File: src/rtl/mioIrqPkg.sv
package mioIrqPkg;

  localparam int OFS_REQ     = 'h00000;
  localparam int OFS_MASK    = 'h00004;
  localparam int OFS_PEND    = 'h00008;
  localparam int OFS_CTL     = 'h0000C;
  localparam int OFS_MSGA    = 'h00010;
  localparam int OFS_CLOCK   = 'h09000;
  localparam int OFS_POWER   = 'h0C000;
  localparam int OFS_ERRLOG  = 'h0C004;
  localparam int OFS_VERSION = 'h0C008;
  localparam int OFS_IORST   = 'h0C00C;
  localparam int OFS_ARB     = 'h0C010;

  localparam int BUSERR_BIT  = 8;
  localparam int POWER_OFF_CODE = 2;

  typedef enum logic [3:0] {
    SEL_ZERO,
    SEL_REQ,
    SEL_MASK,
    SEL_PEND,
    SEL_CTL,
    SEL_MSGA,
    SEL_CLOCK,
    SEL_ERRLOG,
    SEL_ARB
  } regSel_e;

  typedef struct packed {
    logic    wrMask;
    logic    wrCtl;
    logic    wrMsgAddr;
    logic    wrErrLog;
    logic    wrArb;
    logic    wrPower;
    logic    wrClock;
    logic    clrPend;
    regSel_e sel;
  } strobes_t;

endpackage

File: src/rtl/mioIrqControl.sv
module mioIrqControl
  import mioIrqPkg::*;
#(
  parameter int ADDR_W = 20,
  parameter int DATA_W = 32
) (
  input  logic              clk,
  input  logic              rstN,
  input  logic              regValid,
  input  logic              regWrite,
  input  logic [ADDR_W-1:0] regAddr,
  input  logic [DATA_W-1:0] rdData,
  output strobes_t          stb,
  output logic              rspValid,
  output logic [DATA_W-1:0] rspData,
  output logic              rspError
);

  logic    hit;
  regSel_e sel;
  logic    isPend;
  logic    isWrite;

  always_comb begin
    hit    = 1'b1;
    sel    = SEL_ZERO;
    isPend = 1'b0;
    case (regAddr)
      ADDR_W'(OFS_REQ):     sel = SEL_REQ;
      ADDR_W'(OFS_MASK):    sel = SEL_MASK;
      ADDR_W'(OFS_PEND):    begin sel = SEL_PEND; isPend = 1'b1; end
      ADDR_W'(OFS_CTL):     sel = SEL_CTL;
      ADDR_W'(OFS_MSGA):    sel = SEL_MSGA;
      ADDR_W'(OFS_CLOCK):   sel = SEL_CLOCK;
      ADDR_W'(OFS_POWER):   sel = SEL_ZERO;
      ADDR_W'(OFS_ERRLOG):  sel = SEL_ERRLOG;
      ADDR_W'(OFS_VERSION): sel = SEL_ZERO;
      ADDR_W'(OFS_IORST):   sel = SEL_ZERO;
      ADDR_W'(OFS_ARB):     sel = SEL_ARB;
      default:              hit = 1'b0;
    endcase
  end

  assign isWrite = regValid && hit && regWrite;

  always_comb begin
    stb           = '0;
    stb.sel       = sel;
    stb.wrMask    = isWrite && (regAddr == ADDR_W'(OFS_MASK));
    stb.wrCtl     = isWrite && (regAddr == ADDR_W'(OFS_CTL));
    stb.wrMsgAddr = isWrite && (regAddr == ADDR_W'(OFS_MSGA));
    stb.wrErrLog  = isWrite && (regAddr == ADDR_W'(OFS_ERRLOG));
    stb.wrArb     = isWrite && (regAddr == ADDR_W'(OFS_ARB));
    stb.wrPower   = isWrite && (regAddr == ADDR_W'(OFS_POWER));
    stb.wrClock   = isWrite && (regAddr == ADDR_W'(OFS_CLOCK));
    // reads and writes both empty the pending register
    stb.clrPend   = regValid && isPend;
  end

  always_ff @(posedge clk) begin
    if (!rstN) begin
      rspValid <= 1'b0;
      rspData  <= '0;
      rspError <= 1'b0;
    end else begin
      rspValid <= regValid;
      rspError <= regValid && !hit;
      rspData  <= (regValid && hit && !regWrite) ? rdData : '0;
    end
  end

endmodule

File: src/rtl/mioIrqDatapath.sv
module mioIrqDatapath
  import mioIrqPkg::*;
#(
  parameter int              DATA_W      = 32,
  parameter logic [DATA_W-1:0] LEGAL_MASK  = 32'h043F_63A0,
  parameter logic [DATA_W-1:0] MSGA_RESET  = 32'hFFFA_0003,
  parameter int              CLK_PER_SEC = 100_000_000
) (
  input  logic              clk,
  input  logic              rstN,
  input  strobes_t          stb,
  input  logic [DATA_W-1:0] wrData,
  input  logic [DATA_W-1:0] srcReq,
  output logic [DATA_W-1:0] rdData,
  output logic              fire,
  output logic [DATA_W-1:0] fireAddr,
  output logic [DATA_W-1:0] fireData,
  output logic              powerOffReq
);

  localparam logic [DATA_W-1:0] LOW_FIVE = DATA_W'(31);

  logic [DATA_W-1:0] srcPrev;
  logic [DATA_W-1:0] reqReg;
  logic [DATA_W-1:0] maskReg;
  logic [DATA_W-1:0] pendReg;
  logic              busErr;
  logic [DATA_W-1:0] msgAddrReg;
  logic [DATA_W-1:0] errLogReg;
  logic [DATA_W-1:0] arbReg;
  logic [DATA_W-1:0] secCount;
  logic [DATA_W-1:0] clkOffset;
  logic              pwrOff;
  logic              secTick;

  logic [DATA_W-1:0] rise;
  logic [DATA_W-1:0] hits;

  assign rise     = srcReq & ~srcPrev;
  assign hits     = rise & maskReg;
  assign fire     = (|hits) && !busErr;
  assign fireAddr = msgAddrReg & ~LOW_FIVE;
  assign fireData = msgAddrReg & LOW_FIVE;
  assign powerOffReq = pwrOff;

  // seconds prescaler: a counter, or a tick on every cycle when one cycle is a second
  generate
    if (CLK_PER_SEC > 1) begin : gPrescale
      localparam int PRE_W = $clog2(CLK_PER_SEC);
      logic [PRE_W-1:0] preCnt;
      assign secTick = (preCnt == PRE_W'(CLK_PER_SEC - 1));
      always_ff @(posedge clk) begin
        if (!rstN)        preCnt <= '0;
        else if (secTick) preCnt <= '0;
        else              preCnt <= preCnt + 1'b1;
      end
    end else begin : gNoPrescale
      assign secTick = 1'b1;
    end
  endgenerate

  always_ff @(posedge clk) begin
    if (!rstN) begin
      srcPrev    <= '0;
      reqReg     <= '0;
      maskReg    <= '0;
      pendReg    <= '0;
      busErr     <= 1'b0;
      msgAddrReg <= MSGA_RESET;
      errLogReg  <= '0;
      arbReg     <= '0;
      secCount   <= '0;
      clkOffset  <= '0;
      pwrOff     <= 1'b0;
    end else begin
      srcPrev  <= srcReq;
      reqReg   <= reqReg | hits;
      // a clear keeps edges seen on the same clock
      pendReg  <= stb.clrPend ? rise : (pendReg | rise);
      secCount <= secCount + DATA_W'(secTick);
      if (stb.wrMask)    maskReg    <= wrData & LEGAL_MASK;
      if (stb.wrCtl)     busErr     <= wrData[BUSERR_BIT];
      if (stb.wrMsgAddr) msgAddrReg <= wrData;
      if (stb.wrErrLog)  errLogReg  <= wrData;
      if (stb.wrArb)     arbReg     <= wrData;
      // offset compensates a tick on this very edge
      if (stb.wrClock)   clkOffset  <= wrData - (secCount + DATA_W'(secTick));
      if (stb.wrPower && wrData == DATA_W'(POWER_OFF_CODE)) pwrOff <= 1'b1;
    end
  end

  always_comb begin
    case (stb.sel)
      SEL_REQ:    rdData = reqReg;
      SEL_MASK:   rdData = maskReg;
      SEL_PEND:   rdData = pendReg;
      SEL_CTL:    rdData = DATA_W'(busErr) << BUSERR_BIT;
      SEL_MSGA:   rdData = msgAddrReg;
      SEL_CLOCK:  rdData = secCount + clkOffset;
      SEL_ERRLOG: rdData = errLogReg;
      SEL_ARB:    rdData = arbReg;
      default:    rdData = '0;
    endcase
  end

endmodule

File: src/rtl/mioIrqMsgQueue.sv
module mioIrqMsgQueue #(
  parameter int DATA_W = 32
) (
  input  logic              clk,
  input  logic              rstN,
  input  logic              fire,
  input  logic [DATA_W-1:0] fireAddr,
  input  logic [DATA_W-1:0] fireData,
  input  logic              msgReady,
  output logic              msgValid,
  output logic [DATA_W-1:0] msgAddr,
  output logic [DATA_W-1:0] msgData
);

  logic              holdValid;
  logic [DATA_W-1:0] holdAddr;
  logic [DATA_W-1:0] holdData;
  logic              outFree;

  assign outFree = !msgValid || msgReady;

  always_ff @(posedge clk) begin
    if (!rstN) begin
      msgValid  <= 1'b0;
      msgAddr   <= '0;
      msgData   <= '0;
      holdValid <= 1'b0;
      holdAddr  <= '0;
      holdData  <= '0;
    end else if (outFree) begin
      if (holdValid) begin
        msgValid  <= 1'b1;
        msgAddr   <= holdAddr;
        msgData   <= holdData;
        holdValid <= fire;
        if (fire) begin
          holdAddr <= fireAddr;
          holdData <= fireData;
        end
      end else begin
        msgValid <= fire;
        if (fire) begin
          msgAddr <= fireAddr;
          msgData <= fireData;
        end
      end
    end else if (fire && !holdValid) begin
      holdValid <= 1'b1;
      holdAddr  <= fireAddr;
      holdData  <= fireData;
    end
  end

endmodule

File: src/rtl/mioIrqTop.sv
module mioIrqTop
  import mioIrqPkg::*;
#(
  parameter int              ADDR_W      = 20,
  parameter int              DATA_W      = 32,
  parameter logic [DATA_W-1:0] CPU_BASE    = 32'hFFFA_0000,
  parameter logic [DATA_W-1:0] LEGAL_MASK  = 32'h043F_63A0,
  parameter int              CLK_PER_SEC = 100_000_000
) (
  input  logic              clk,
  input  logic              rstN,
  input  logic              regValid,
  input  logic              regWrite,
  input  logic [ADDR_W-1:0] regAddr,
  input  logic [DATA_W-1:0] regWrData,
  output logic              rspValid,
  output logic [DATA_W-1:0] rspData,
  output logic              rspError,
  input  logic [DATA_W-1:0] srcReq,
  output logic              msgValid,
  output logic [DATA_W-1:0] msgAddr,
  output logic [DATA_W-1:0] msgData,
  input  logic              msgReady,
  output logic              powerOffReq
);

  localparam logic [DATA_W-1:0] MSGA_RESET = CPU_BASE + DATA_W'(3);

  strobes_t          stb;
  logic [DATA_W-1:0] rdData;
  logic              fire;
  logic [DATA_W-1:0] fireAddr;
  logic [DATA_W-1:0] fireData;

  mioIrqControl #(.ADDR_W(ADDR_W), .DATA_W(DATA_W)) uCtrl (
    .clk(clk), .rstN(rstN), .regValid(regValid), .regWrite(regWrite),
    .regAddr(regAddr), .rdData(rdData), .stb(stb),
    .rspValid(rspValid), .rspData(rspData), .rspError(rspError)
  );

  mioIrqDatapath #(
    .DATA_W(DATA_W), .LEGAL_MASK(LEGAL_MASK),
    .MSGA_RESET(MSGA_RESET), .CLK_PER_SEC(CLK_PER_SEC)
  ) uData (
    .clk(clk), .rstN(rstN), .stb(stb), .wrData(regWrData), .srcReq(srcReq),
    .rdData(rdData), .fire(fire), .fireAddr(fireAddr), .fireData(fireData),
    .powerOffReq(powerOffReq)
  );

  mioIrqMsgQueue #(.DATA_W(DATA_W)) uQueue (
    .clk(clk), .rstN(rstN), .fire(fire), .fireAddr(fireAddr),
    .fireData(fireData), .msgReady(msgReady), .msgValid(msgValid),
    .msgAddr(msgAddr), .msgData(msgData)
  );

endmodule

File: config.mk
export PLATFORM = sky130hd
export DESIGN_NAME = mioIrqTop
export DESIGN_NICKNAME = d
export VERILOG_FILES = /design/src/rtl/mioIrqPkg.sv /design/src/rtl/mioIrqControl.sv /design/src/rtl/mioIrqDatapath.sv /design/src/rtl/mioIrqMsgQueue.sv /design/src/rtl/mioIrqTop.sv
export SDC_FILE = /design/constraint.sdc
export NUM_CORES = 1
export LEC_CHECK = 0
export CORE_ASPECT_RATIO = 0.8
export CORE_MARGIN = 2
export CORE_UTILIZATION = 40
export CTS_CLUSTER_DIAMETER = 50
export DETAILED_ROUTE_END_ITERATION = 8
export GPL_ROUTABILITY_DRIVEN = 0
export HOLD_SLACK_MARGIN = 0.08
export PLACE_DENSITY = 0.64
export SETUP_SLACK_MARGIN = 0.02
export SYNTH_ARGS = -nofsm -noshare
export SYNTH_HDL_FRONTEND = slang
export SYNTH_SLANG_ARGS = --single-unit
export TNS_END_PERCENT = 100
File: constraint.sdc
create_clock -name clk -period 11.9 [get_ports clk]
set_clock_uncertainty 0.05 [all_clocks]
set_input_delay 2.38 -clock clk [delete_from_list [all_inputs] [get_ports clk]]
set_output_delay 2.38 -clock clk [all_outputs]
set_load 0.02 [all_outputs]
==> tab_implementation.tex, run 1 <==
\begin{tabular}{lr}
\hline
Metric & Value \\
\hline
\multicolumn{2}{l}{\textbf{Floorplanning}} \\
Overall die width & 238 um \\
\# IOs & 189 \\
Area of the core & 43100 um\^{}2 \\
Full die area & 45400 um\^{}2 \\
Initial Utilization & 40.5\% \\
Die Y & 191 um \\
Standard-cell row count & 68 \\
\multicolumn{2}{l}{\textbf{Logic synthesis}} \\
Largest area contributor in the netlist & sky130\_fd\_sc\_hd\_\_dfxtp\_1 \\
Count of flip-flops with a built-in enable after synthesis & 0 \\
Count of warnings emitted by yosys & 0 \\
Share of Yosys cell area claimed by the top area cell type & 43.4\% \\
Share of the yosys chip area belonging to registers & 43.4\% \\
Avg Synthesized Cell Area & 8.43 um\^{}2 \\
Number of distinct standard cells referenced by the synthesized netlist & 69 \\
Number of standard cells after synthesis & 2072 \\
Netlist Area Pre-Place & 17500 um\^{}2 \\
Async set or reset register ratio after synthesis & 0\% \\
Number of register bits inferred by synthesis & 379 \\
Top cells by area in the synthesized netlist & sky130\_fd\_sc\_hd\_\_dfxtp\_1 43\%, sky130\_fd\_sc\_hd\_\_nand2\_1 7.7\%, sky130\_fd\_sc\_hd\_\_nor2\_1 5.1\% \\
Ys flop type & sky130\_fd\_sc\_hd\_\_dfxtp\_1 \\
\multicolumn{2}{l}{\textbf{Route}} \\
Final ANT Viol Nets & 0 \\
DR vias & 15.6k \\
Drc violations & 0 \\
Number of design-rule violations left by the first detailed-router iteration & 1624 \\
Avg Vias per Cell & 5.61 \\
Detailed-route wire length per cell & 19.8 um \\
Total Wirelength & 55100 um \\
Detailed-router iteration count before antenna repair & 9 \\
\multicolumn{2}{l}{\textbf{Setup path}} \\
Critical path class & flop to flop \\
Critical Path End Type & flop \\
Peak per-stage delay on the critical path & 670 ps \\
Crit path max-delay cell type & sky130\_fd\_sc\_hd\_\_or4b\_2 \\
Worst R2R Start & uData.gPrescale.preCnt[9]\$\_SDFF\_PP0\_ \\
Cell chain of the critical path & or4b\_2, nor4\_1, nand4\_1, nor2\_1, ha\_1, ha\_1, and3\_1, nand3\_1, xor2\_1, ha\_1, and3\_1, o21ai\_0, a21oi\_1, o311a\_1, o22ai\_1, nor3\_1, o21ai\_1, a21oi\_1, a21oi\_1, or4b\_1, a31oi\_1 \\
Critical path arrival & 6560 ps \\
Worst Path Required & 12320 ps \\
Startpoint types & flop \\
Worst Setup SP & uData.gPrescale.preCnt[9]\$\_SDFF\_PP0\_ \\
Largest fanout on the critical path & 6 \\
\multicolumn{2}{l}{\textbf{CTS}} \\
Number of clock buffers inserted by TritonCTS & 43 \\
CTS sink cnt & 379 \\
Number of buffers between clock root and the deepest sink & 3 \\
Clock root cell & sky130\_fd\_sc\_hd\_\_clkbuf\_16 \\
Number of resized instances in the post-cts repair step & 0 \\
TritonCTS clock tree & yes \\
Clock transition time at the flip-flop clock pins of the worst setup and hold paths & 60 ps \\
Hold-fix buffer count after cts & 0 \\
Insertion delay of the later-clocked pin in the worst-skew pair & 560 ps \\
CTS H-Tree Depth & 2 \\
Setup fix buffers added after clock tree synthesis & 0 \\
\multicolumn{2}{l}{\textbf{Power and ir drop}} \\
Maximum resistive drop on vdd & 0.0950 mV \\
LEAKAGE & 7.77 nW \\
Power per cell area & 134 nW/um\^{}2 \\
Final total power & 2.79 mW \\
\multicolumn{2}{l}{\textbf{Place}} \\
Count of port buffers added during placement & 156 \\
Hpwl dp & 39800 um \\
Placed cell count & 2701 \\
Setup slack at placement & 5420 ps \\
Placed Area & 19400 um\^{}2 \\
\multicolumn{2}{l}{\textbf{Final layout}} \\
Synth-to-Final Area Change & 19.4\% \\
Multi-input combinational cell area & 9280 um\^{}2 \\
Number of nets in the final layout & 2338 \\
Design area & 20900 um\^{}2 \\
Sequential cell area & 7590 um\^{}2 \\
Count of fill cells added during filler insertion & 4146 \\
Layout cell share with drive strength beyond 1 & 5.50\% \\
Post-layout util & 48.3\% \\
Finished Layout Cells & 2780 \\
\multicolumn{2}{l}{\textbf{Global routing}} \\
First-pass GRT wire length & 84500 um \\
Global Route Usage Sum & 23.9\% \\
Maximum number of pins on one net before global-route repair & 97 \\
Antenna violations before repair & 2 \\
Number of global-route vias before repair & 14.5k \\
Global-route congestion overflow total & 0 \\
\multicolumn{2}{l}{\textbf{Worst hold path}} \\
Type of the tightest min-delay check & flop to flop \\
Min-delay src & uData.srcPrev[24]\$\_SDFF\_PN0\_ \\
\multicolumn{2}{l}{\textbf{Timing}} \\
Fin crit share & 51.6\% \\
Worst hold-check slack & 365 ps \\
Maximum achievable frequency & 0.163 GHz \\
Fin. max-slew vios & 0 \\
Total negative slack for setup checks & 0 ps \\
Minimum clock period after layout & 6140 ps \\
Slew at the pin closest to its max-slew limit & 1240 ps \\
Number of failing hold endpoints at the final stage & 0 \\
Worst relative slew slack & 17.1\% \\
Smallest setup slack after layout & 5760 ps \\
Unrepaired setup endpoints after global routing & no \\
Number of endpoints failing setup at the final stage & 0 \\
\multicolumn{2}{l}{\textbf{Run status}} \\
Result of the run & finished clean \\
\multicolumn{2}{l}{\textbf{Flow run}} \\
Number of max-cap violations & 0 \\
\hline
\end{tabular}
==> metal layers <==
| metal | vias to the layer above | track usage (%) | routed length (um) |
|---|---|---|---|
| li1 | 7414 | - | - |
| met1 | 7472 | 33.5 | 24800 |
| met2 | 605 | 37.2 | 24300 |
| met3 | 99 | 4.42 | 4310 |
| met4 | 0 | 7.76 | 1660 |
| met5 | - | 0 | 0 |
==> path summary, 6_finish.rpt <==
check                                                         to  slack (ps)  depth (start not counted)
worst max-delay path            uData.clkOffset[28]$_SDFFE_PN0P_        5760                         21
worst min-delay path                uData.pendReg[24]$_SDFF_PN0_         360                          1
worst max register to register  uData.clkOffset[28]$_SDFFE_PN0P_        5760                         21
worst min register to register      uData.pendReg[24]$_SDFF_PN0_         360                          1
==> registers in the layout, summed over array words and instances, names as in the netlist, 5 cells and up <==
register	flops
uCtrl.rspData	32
uData.arbReg	32
uData.clkOffset	32
uData.errLogReg	32
uData.gPrescale.preCnt	27
uData.maskReg	13
uData.msgAddrReg	32
uData.pendReg	32
uData.reqReg	13
uData.secCount	32
uData.srcPrev	32
uQueue.holdAddr	27
uQueue.holdData	5
uQueue.msgAddr	27
uQueue.msgData	5
==> cell usage after synthesis, drive strengths merged (43+ instances only) <==
master	count
dfxtp	379
o21ai	53
a211oi	43
nand3	60
ha	61
clkbuf	97
mux2i	80
a21oi	167
nor2	240
nand2	359
xor2	64
xnor2	44
==> placed cells by master, fill, tap and decap left out, types with 19 or more instances in the layout <==
cell / instances
sky130_fd_sc_hd__a31oi_1: 21
sky130_fd_sc_hd__and3_1: 19
sky130_fd_sc_hd__nor2_1: 232
sky130_fd_sc_hd__xor2_1: 62
sky130_fd_sc_hd__nor2b_1: 22
sky130_fd_sc_hd__nand2_1: 359
sky130_fd_sc_hd__clkdlybuf4s50_1: 155
sky130_fd_sc_hd__a222oi_1: 32
sky130_fd_sc_hd__a21o_1: 38
sky130_fd_sc_hd__nand3_1: 60
sky130_fd_sc_hd__a21oi_1: 164
sky130_fd_sc_hd__nand4_1: 23
sky130_fd_sc_hd__and2_1: 28
sky130_fd_sc_hd__buf_4: 19
sky130_fd_sc_hd__inv_1: 35
sky130_fd_sc_hd__a211oi_1: 43
sky130_fd_sc_hd__mux2i_1: 80
sky130_fd_sc_hd__conb_1: 32
sky130_fd_sc_hd__xnor2_1: 44
sky130_fd_sc_hd__clkbuf_16: 44
sky130_fd_sc_hd__ha_1: 61
sky130_fd_sc_hd__dfxtp_1: 378
sky130_fd_sc_hd__o21ai_0: 47
==> worst max-delay path, delay by kind of cell (launching register included) <==
kind                       cells  cell delay, ps
AOI/OAI and AO/OA              8            1480
xor gates and xnor gates       1             170
adders and majority gates      3             920
DFF                            1             340
and+or+nand+nor                9            3090
==> final cells by class <==
class / instances / area share, %
antenna: 2 / 0.0240
clock buffer: 62 / 5.99
clock inverter: 15 / 0.900
inverter: 36 / 0.672
multi-input combinational: 1551 / 44.5
sequential: 379 / 36.4
tap: 560 / 3.36
timing repair buffer: 175 / 8.15
==> power breakdown <==
part / switching (mW) / internal, mW
registers: 0.00957 / 1.29
logic: 0.0966 / 0.0581
clock network: 0.543 / 0.800
==> cells by family (layout without fill, tap and decap cells) <==
kind of cell,Yosys count,after routing,share of synthesized area [%]
and+or+nand+nor,831,831,20.9
buffers and inverters,173,288,4.42
DFF,379,379,43.4
muxes,80,80,4.59
adders and majority gates,66,66,4.79
xor gates and xnor gates,108,108,5.50
AOI/OAI and AO/OA,434,434,16.4
other,1,34,0.0215
Note: power is estimated with default switching activity, not from simulation.
==> run 2, diff against run 1 <==
--- a/config.mk
+++ b/config.mk
@@ -12,7 +12,7 @@
 export DETAILED_ROUTE_END_ITERATION = 8
 export GPL_ROUTABILITY_DRIVEN = 0
 export HOLD_SLACK_MARGIN = 0.08
-export PLACE_DENSITY = 0.64
+export PLACE_DENSITY = 0.66
 export SETUP_SLACK_MARGIN = 0.02
 export SYNTH_ARGS = -nofsm -noshare
 export SYNTH_HDL_FRONTEND = slang
==> constraint.sdc (replaced) <==
create_clock -name clk -period 5.1 [get_ports clk]
set_clock_uncertainty 0.05 [all_clocks]
set_input_delay 1.02 -clock clk [delete_from_list [all_inputs] [get_ports clk]]
set_output_delay 1.02 -clock clk [all_outputs]
set_load 0.02 [all_outputs]
==> run 2 against run 1 <==
  * Die area unchanged
  * Flip-flop and latch count unchanged
  * Sequential share of layout area down 1.1 points
  * Largest cell class unchanged
  * Core utilization up 1.4 points
  * Wire length up 2.3%
  * Power up 130%
==> tab_implementation.tex, run 2 (synthesized netlist as in run 1, its figures left out) <==
\begin{tabular}{lr}
\hline
Metric & Value \\
\hline
\multicolumn{2}{l}{\textbf{Run status}} \\
Result of the run & finished clean \\
\multicolumn{2}{l}{\textbf{Global routing}} \\
Antenna violations before repair & 2 \\
Global-route congestion overflow total & 0 \\
Number of global-route vias before repair & 15.1k \\
First-pass GRT wire length & 86100 um \\
Global Route Usage Sum & 24.3\% \\
Maximum number of pins on one net before global-route repair & 95 \\
\multicolumn{2}{l}{\textbf{Setup path}} \\
Worst Setup SP & uData.gPrescale.preCnt[9]\$\_SDFF\_PP0\_ \\
Peak per-stage delay on the critical path & 530 ps \\
Crit path max-delay cell type & sky130\_fd\_sc\_hd\_\_or4b\_4 \\
Critical Path End Type & flop \\
Startpoint types & flop \\
Count of cells along the worst register-to-register path & 21 \\
Worst Path Required & 5520 ps \\
Cell family with the largest share of critical-path delay & simple AND/OR/NAND/NOR gates \\
R2r endpoint & uData.clkOffset[28]\$\_SDFFE\_PN0P\_ \\
Critical path class & flop to flop \\
Critical path arrival & 5230 ps \\
Slack of the worst reg-to-reg path & 290 ps \\
Worst R2R Start & uData.gPrescale.preCnt[9]\$\_SDFF\_PP0\_ \\
Capture point of the critical path & uData.clkOffset[28]\$\_SDFFE\_PN0P\_ \\
Largest fanout on the critical path & 5 \\
Number of buffers and inverters on the critical path & 0 \\
Count of cell instances traversed by the critical path & 21 \\
Cell chain of the critical path & or4b\_4, nor4\_2, nand4\_1, nor2\_2, ha\_2, ha\_2, and3\_4, and2\_4, nand3\_1, xor2\_1, ha\_1, o21ai\_0, nand2b\_1, o311a\_1, o22ai\_4, nor3\_4, o21ai\_2, a21oi\_2, a21oi\_2, or4b\_1, a31oi\_1 \\
\multicolumn{2}{l}{\textbf{Worst hold path}} \\
Type of the tightest min-delay check & flop to flop \\
Min-delay src & uData.srcPrev[10]\$\_SDFF\_PN0\_ \\
Number of stages on the worst hold path & 1 \\
\multicolumn{2}{l}{\textbf{CTS}} \\
Number of buffers between clock root and the deepest sink & 3 \\
Clock transition time at the flip-flop clock pins of the worst setup and hold paths & 60 ps \\
CTS H-Tree Depth & 2 \\
TritonCTS clock tree & yes \\
Insertion delay of the later-clocked pin in the worst-skew pair & 550 ps \\
CTS sink cnt & 379 \\
Clock root cell & sky130\_fd\_sc\_hd\_\_clkbuf\_16 \\
Number of clock buffers inserted by TritonCTS & 41 \\
\multicolumn{2}{l}{\textbf{Timing}} \\
Maximum achievable frequency & 0.208 GHz \\
Fin. max-slew vios & 0 \\
Number of endpoints failing setup at the final stage & 0 \\
Number of failing hold endpoints at the final stage & 0 \\
Worst hold-check slack & 363 ps \\
Minimum clock period after layout & 4810 ps \\
Slew at the pin closest to its max-slew limit & 1120 ps \\
Fin crit share & 94.4\% \\
Worst relative slew slack & 25.3\% \\
Unrepaired setup endpoints after global routing & no \\
\multicolumn{2}{l}{\textbf{Place}} \\
Hpwl dp & 40500 um \\
Count of port buffers added during placement & 156 \\
\multicolumn{2}{l}{\textbf{Power and ir drop}} \\
LEAKAGE & 8.11 nW \\
Maximum resistive drop on vdd & 0.234 mV \\
Power per cell area & 299 nW/um\^{}2 \\
\multicolumn{2}{l}{\textbf{Floorplanning}} \\
Initial Utilization & 40.5\% \\
Area of the core & 43100 um\^{}2 \\
Standard-cell row count & 68 \\
Overall die width & 238 um \\
Full die area & 45400 um\^{}2 \\
\# IOs & 189 \\
Die Y & 191 um \\
\multicolumn{2}{l}{\textbf{Final layout}} \\
Number of nets in the final layout & 2409 \\
Commonest cells after routing, fill and taps aside & 378 x sky130\_fd\_sc\_hd\_\_dfxtp\_1, 359 x sky130\_fd\_sc\_hd\_\_nand2\_1, 231 x sky130\_fd\_sc\_hd\_\_nor2\_1, 160 x sky130\_fd\_sc\_hd\_\_a21oi\_1, 155 x sky130\_fd\_sc\_hd\_\_clkdlybuf4s50\_1 \\
Most common library cell in the layout ignoring fill and taps & sky130\_fd\_sc\_hd\_\_dfxtp\_1 \\
Sequential cell area & 7590 um\^{}2 \\
Multi-input combinational cell area & 9400 um\^{}2 \\
Count of fill cells added during filler insertion & 4046 \\
Layout cell share with drive strength beyond 1 & 9.28\% \\
Post-layout util & 49.8\% \\
Synth-to-Final Area Change & 23.0\% \\
\multicolumn{2}{l}{\textbf{Route}} \\
Avg Vias per Cell & 5.57 \\
Detailed-router iteration count before antenna repair & 8 \\
Final ANT Viol Nets & 0 \\
Total Wirelength & 56400 um \\
DR vias & 15.8k \\
Drc violations & 0 \\
Detailed-route wire length per cell & 19.8 um \\
Number of design-rule violations left by the first detailed-router iteration & 1757 \\
\multicolumn{2}{l}{\textbf{Flow run}} \\
Number of max-cap violations & 0 \\
\hline
\end{tabular}
[run 2: cell type report]
cell class / instances / area share, %
inverter: 36 / 0.653
tap: 560 / 3.26
antenna: 1 / 0.0117
clock buffer: 56 / 5.52
clock inverter: 15 / 0.798
multi-input combinational: 1551 / 43.8
sequential: 379 / 35.3
timing repair buffer: 248 / 10.7
[run 2: per-layer routing]
layer / wire length (um) / global-route usage [%] / vias up
li1: - / - / 7533
met1: 24400 / 33.0 / 7446
met2: 24400 / 38.0 / 727
met3: 5310 / 4.81 / 134
met4: 2260 / 9.87 / 0
met5: 0 / 0 / -
[run 2: worst min path at each step]
stage	endpoint	slack (ps)
2_1_floorplan	uData.pendReg[0]$_SDFF_PN0_	350
3_5_place_dp	uData.pendReg[30]$_SDFF_PN0_	360
5_1_grt	uData.pendReg[31]$_SDFF_PN0_	370
4_1_cts	uData.pendReg[30]$_SDFF_PN0_	370
6_report	uData.pendReg[10]$_SDFF_PN0_	360
3_3_place_gp	uData.pendReg[31]$_SDFF_PN0_	350
[run 2: timing repair]
item	in CTS	in global routing
gates resized for setup	10	20
setup endpoints to repair	13	15
hold buffers	0	0
pin swaps	5	17
buffers inserted	3	5
[run 2: per-stage QoR]
step	worst slack (ps)	std cells	total power [mW]	instance area [um^2]	TNS, ps
global route	9.87	2846	6.63	21500	0
finish	286	2846	6.42	21500	0
global placement	-68.0	2766	3.45	19900	-78.7
CTS	3.09	2840	6.46	21400	0
floorplan	364	2103	3.29	17600	0
detailed placement	-215	2766	3.46	19900	-1210
[run 2: where the power goes]
group / switching (mW) / internal (mW)
Clock: 1.23 / 1.78
Sequential: 0.0184 / 3.00
Combinational: 0.236 / 0.161
